### config.mk
export PLATFORM = sky130hd
export DESIGN_NAME = combo_lock
export DESIGN_NICKNAME = d
export VERILOG_FILES = /design/src/rtl/combo_lock_pkg.sv /design/src/rtl/lock_bit_cmp.sv /design/src/rtl/lock_seq_ctrl.sv /design/src/rtl/lock_out_dec.sv /design/src/rtl/combo_lock.sv
export SDC_FILE = /design/constraint.sdc
export NUM_CORES = 1
export LEC_CHECK = 0
export BUFFER_PORTS_ARGS = -buffer_cell sky130_fd_sc_hd__buf_2
export CELL_PAD_IN_SITES_DETAIL_PLACEMENT = 0
export CELL_PAD_IN_SITES_GLOBAL_PLACEMENT = 1
export CORE_AREA = 2 2 39 41
export CTS_BUF_LIST = sky130_fd_sc_hd__clkbuf_2
export CTS_CLUSTER_DIAMETER = 80
export CTS_CLUSTER_SIZE = 16
export DETAILED_ROUTE_END_ITERATION = 16
export DIE_AREA = 0 0 41 43
export PLACE_DENSITY_LB_ADDON = 0.1
export SLEW_MARGIN = 10
export SYNTH_ARGS = -nofsm -noshare
export SYNTH_HDL_FRONTEND = slang
export SYNTH_SLANG_ARGS = --single-unit
### constraint.sdc
create_clock -name clk -period 3.8 [get_ports clk]
set_clock_uncertainty 0.05 [all_clocks]
set_input_delay 0.19 -clock clk [delete_from_list [all_inputs] [get_ports clk]]
set_output_delay 0.19 -clock clk [all_outputs]
set_load 0.02 [all_outputs]
### src/rtl/combo_lock_pkg.sv
package combo_lock_pkg;

  typedef enum logic [2:0] {
    PH_START = 3'd0,
    PH_COMP  = 3'd1,
    PH_IDLE  = 3'd2,
    PH_OPEN  = 3'd3,
    PH_ALARM = 3'd4
  } lock_phase_e;

  // One entered digit disagrees with its code bit
  function automatic logic bit_differs(input logic want, input logic got);
    return want ^ got;
  endfunction

  // Outcome once the final digit is taken: any miss on the way ends in alarm
  function automatic lock_phase_e final_phase(input logic miss_so_far, input logic miss_now);
    return (miss_so_far | miss_now) ? PH_ALARM : PH_OPEN;
  endfunction

  function automatic logic phase_open(input lock_phase_e ph);
    return ph == PH_OPEN;
  endfunction

  function automatic logic phase_alarm(input lock_phase_e ph);
    return ph == PH_ALARM;
  endfunction

endpackage

### src/rtl/lock_bit_cmp.sv
module lock_bit_cmp
  import combo_lock_pkg::*;
#(
  parameter int KEY_LEN = 3,
  localparam int IDX_W = (KEY_LEN > 1) ? $clog2(KEY_LEN) : 1
) (
  input  logic [KEY_LEN-1:0] comb,
  input  logic [IDX_W-1:0]   idx,
  input  logic               key_bit,
  output logic               miss,
  output logic               last_digit
);

  logic want;

  // Code bit is read live, at the cycle of the sample
  always_comb begin
    want = 1'b0;
    for (int k = 0; k < KEY_LEN; k++) begin
      if (idx == IDX_W'(k)) want = comb[k];
    end
  end

  assign miss       = bit_differs(want, key_bit);
  assign last_digit = (idx == IDX_W'(KEY_LEN - 1));

endmodule

### src/rtl/lock_seq_ctrl.sv
module lock_seq_ctrl
  import combo_lock_pkg::*;
#(
  parameter int KEY_LEN = 3,
  localparam int IDX_W = (KEY_LEN > 1) ? $clog2(KEY_LEN) : 1
) (
  input  logic              clk,
  input  logic              rst,
  input  logic              enter,
  input  logic              miss,
  input  logic              last_digit,
  output lock_phase_e       phase,
  output logic [IDX_W-1:0]  idx,
  output logic              sample_now,
  output logic              sample_last
);

  logic err_track;

  assign sample_now  = enter && (phase == PH_COMP);
  assign sample_last = sample_now && last_digit;

  always_ff @(posedge clk) begin
    if (rst) begin
      phase     <= PH_START;
      idx       <= '0;
      err_track <= 1'b0;
    end else begin
      unique case (phase)
        PH_START: begin
          if (enter) begin
            phase     <= PH_COMP;
            idx       <= '0;
            err_track <= 1'b0;
          end
        end
        PH_COMP: begin
          if (enter) begin
            if (last_digit) begin
              phase <= final_phase(err_track, miss);
            end else begin
              phase     <= PH_IDLE;
              err_track <= err_track | miss;
            end
          end
        end
        PH_IDLE: begin
          if (enter) begin
            phase <= PH_COMP;
            idx   <= idx + IDX_W'(1);
          end
        end
        PH_OPEN, PH_ALARM: begin
          phase <= phase;
        end
        default: phase <= PH_START;
      endcase
    end
  end

endmodule

### src/rtl/lock_out_dec.sv
module lock_out_dec
  import combo_lock_pkg::*;
(
  input  lock_phase_e phase,
  output logic        unlock,
  output logic        error
);

  assign unlock = phase_open(phase);
  assign error  = phase_alarm(phase);

endmodule

### src/rtl/combo_lock.sv
module combo_lock
  import combo_lock_pkg::*;
#(
  parameter int KEY_LEN = 3
) (
  input  logic               clk,
  input  logic               rst,
  input  logic               enter,
  input  logic               key_bit,
  input  logic [KEY_LEN-1:0] comb,
  output logic               unlock,
  output logic               error
);

  localparam int IDX_W = (KEY_LEN > 1) ? $clog2(KEY_LEN) : 1;

  lock_phase_e       phase;
  logic [IDX_W-1:0]  idx;
  logic              miss;
  logic              last_digit;
  logic              sample_now;
  logic              sample_last;

  lock_bit_cmp #(.KEY_LEN(KEY_LEN)) u_cmp (
    .comb       (comb),
    .idx        (idx),
    .key_bit    (key_bit),
    .miss       (miss),
    .last_digit (last_digit)
  );

  lock_seq_ctrl #(.KEY_LEN(KEY_LEN)) u_ctrl (
    .clk         (clk),
    .rst         (rst),
    .enter       (enter),
    .miss        (miss),
    .last_digit  (last_digit),
    .phase       (phase),
    .idx         (idx),
    .sample_now  (sample_now),
    .sample_last (sample_last)
  );

  lock_out_dec u_dec (
    .phase  (phase),
    .unlock (unlock),
    .error  (error)
  );

endmodule

==> out/summary.log <==
INFO  yosys          synth_area_per_cell=8.24µm²
INFO  place          placed_cells=75
INFO  yosys          netlist.area_leader.share=27.5%
INFO  sta            fmaxAchievable=660MHz
INFO  cells_and_area finish.net_count=74
INFO  sta            worst_hold_slack=170ps
INFO  floorplan      row_count=14
INFO  critical_path  required=3880ps
INFO  cells_and_area antennaDiodeCount=0
INFO  sta            post-route-period-util=39.9%
INFO  place          pre_cts_ws=2280ps
INFO  cts            cts_htree_levels=1
INFO  global_route   grt_start_max_net_pins=11
INFO  yosys          synth_area_leaders=dfxtp_1 (28%), ha_1 (8.6%), a21oi_1 (4.6%)
INFO  detailed_routing postRouteAntennaNets=0
INFO  cells_and_area most_common_cell_after_layout_fill_and_taps_aside=buf_2
INFO  critical_path  critical_path.endpoint_type=flip-flop
INFO  global_route   grt_pass1_vias=367
INFO  pwr            ir_drop=0.179mV
INFO  critical_path  timing.rr.start=u_ctrl.idx[0]$_SDFFE_PP0P_
INFO  cells_and_area layout-area-overhead-vs-synth=14.3%
INFO  global_route   grt_overflow=0
INFO  cts            worstSkewPairLatency=220ps
INFO  sta            rsz0062_at_grt=false
INFO  min_path       worstHoldPathType=in -> reg
INFO  run            max-cap-violations=0
INFO  critical_path  critical_path_class=reg -> reg
INFO  detailed_routing post-route-drc-count=0
INFO  sta            timing_worst_slew_pin_value=392ps
INFO  sta            slew_headroom=73.8%
INFO  yosys          synth_cell_types=26
INFO  cts            cts.repair.resized=0
INFO  floorplan      design.die.area=1760µm²
INFO  floorplan      floorplan.initialDensity=31.6%
INFO  yosys          post-synth-top-area-cell=dfxtp_1
INFO  cts            postCtsHoldBufs=0
INFO  floorplan      die_y=43µm
INFO  yosys          number_of_standard_cells_after_synthesis=53
INFO  critical_path  worst-r2r-setup-slack=2290ps
INFO  sta            timing.setup.tns=0ps
INFO  place          detailedPlacementHpwl=681µm
INFO  global_route   antenna_found_initial=0
INFO  critical_path  worstSetupStartpointType=flip-flop
INFO  yosys          sequential_to_total_area_share_from_yosys_stat=27.5%
INFO  critical_path  startpoint=u_ctrl.idx[0]$_SDFFE_PP0P_
INFO  cells_and_area layout_common_cells=buf_2 (8), dfxtp_1 (6), nor2_1 (4), inv_1 (4), a21oi_1 (4)
INFO  cts            cts-root-to-sink-buffers=2
INFO  yosys          synth.cell_area=437µm²
INFO  cells_and_area final_cell_count_no_fill=78
INFO  floorplan      die_width=41µm
INFO  critical_path  worst_reg2reg_endpoint=u_ctrl.phase[2]$_SDFFE_PP0P_
INFO  pwr            powerDensity=279nW/µm²
INFO  detailed_routing dr.pass1.iters=3
INFO  yosys          synthesis.nets=63
INFO  cts            cts_made_buffers=3
INFO  critical_path  crit_arrival=1590ps
INFO  critical_path  ff2ff_path_depth=5
INFO  yosys          ys.warnings.count=0
INFO  detailed_routing average_via_count_per_standard_cell=5.14
INFO  sta            finalMaxSlewViolations=0
INFO  detailed_routing detailroute.via_count=401
INFO  cts            post-cts-setup-buffers=0
INFO  sta            min_period=1510ps
INFO  place          port_buffers=8
INFO  sta            final_hold_viol_count=0
INFO  global_route   global_route.usage.total=13.3%
INFO  critical_path  timing.critical_path.to=u_ctrl.phase[2]$_SDFFE_PP0P_
INFO  run_status     status=completed
INFO  cells_and_area final_core_utilization=36.1%
INFO  sta            timing.final.setup_violations=0
INFO  pwr            leakage=0.190nW
INFO  detailed_routing drtIter0Drc=10
INFO  sta            finalWorstSetupSlack=2290ps
INFO  cts            cts_tree=done
INFO  cells_and_area drive_gt1_share=24.2%
INFO  detailed_routing routed_wire_length_per_instance=11.2µm
INFO  critical_path  worstPathMaxFanout=7
INFO  detailed_routing postRouteWirelength=876µm
INFO  place          finalWeightedCongestion=0.670
INFO  global_route   grt_pass1_wl=1.54mm
INFO  cts            clockRootBuffer=clkbuf_2
INFO  cts            numClockSinks=6
INFO  yosys          flops_latches_synth=6
INFO  cts            worst_setup_hold_path_clk_slew=60ps
INFO  floorplan      core-area=1380µm²
INFO  floorplan      num_io_pins=9
## routing by layer
metal / vias up / part of all wire (%) / track usage [%]
met4: 0 / 0.46 / 4.00
met2: 8 / 49 / 18.8
met3: 2 / 5.1 / 7.85
met5: - / 0 / 0
met1: 181 / 45 / 16.5
li1: 210 / - / -
## where the power goes
group          internal (W)  switching, W  total (W)
sequential        0.0000659    0.00000508  0.0000710
clock             0.0000214     0.0000233  0.0000447
combinational     0.0000110     0.0000123  0.0000233
total             0.0000983     0.0000408   0.000139
## registers in the layout, indices dropped and copies added, names as in the netlist
name / count
u_ctrl.err_track: 1
u_ctrl.idx: 2
u_ctrl.phase: 3
## cell type report
class,instances,area (µm²)
inverters,4,15.0
clock buffers,3,15.0
multi-input cells,41,289
well taps,16,20.0
fillers,148,885
repair buffers,8,40.0
flip-flops and latches,6,120
## cell families (layout without fill, tap and decap cells)
logic type,count (synthesis),after routing,synth area share [%]
muxes,1,1,2.58
and+or+nand+nor,24,24,33.2
xor gates and xnor gates,1,1,2.01
DFF,6,6,27.5
adders and majority gates,3,3,8.60
AOI/OAI and AO/OA,12,12,19.8
buffers and inverters,6,15,6.30
## critical path: stages (launching register included)
cell and delay (ps):
dfxtp_1 320, inv_1 90, ha_1 280, nand3_1 100
mux2_2 280, a2111oi_2 310
## cells in the mapped netlist, drive strengths merged
cell type,count
dfxtp,6
a21oi,4
inv,4
nor2,4
ha,3
nand2,3
nand2b,3
nand3,3
a311oi,2
buf,2
nand3b,2
nor3,2
nor3b,2
nor4b,2
o21ai,2
a2111oi,1
a211oi,1
a21o,1
a31o,1
and3,1
and4b,1
mux2,1
nor2b,1
xnor2,1
## through the flow
step | power [W] | cell area, µm²
after CTS | 0.000143 | 499
after global routing | 0.000149 | 499
final | 0.000139 | 499
after floorplan | 0.0000875 | 437
after global placement | 0.0000969 | 484
after detailed placement | 0.0000961 | 484
## worst min-delay path by stage
stage	from	to	slack, ps	depth (start not counted)
5_1_grt	rst	u_ctrl.idx[1]$_SDFFE_PP0P_	170	2
2_1_floorplan	rst	u_ctrl.idx[0]$_SDFFE_PP0P_	210	1
3_5_place_dp	rst	u_ctrl.idx[0]$_SDFFE_PP0P_	410	2
6_report	rst	u_ctrl.phase[2]$_SDFFE_PP0P_	170	2
3_3_place_gp	rst	u_ctrl.idx[0]$_SDFFE_PP0P_	410	2
4_1_cts	rst	u_ctrl.idx[0]$_SDFFE_PP0P_	160	2
Note: power is estimated with default switching activity, not from simulation.
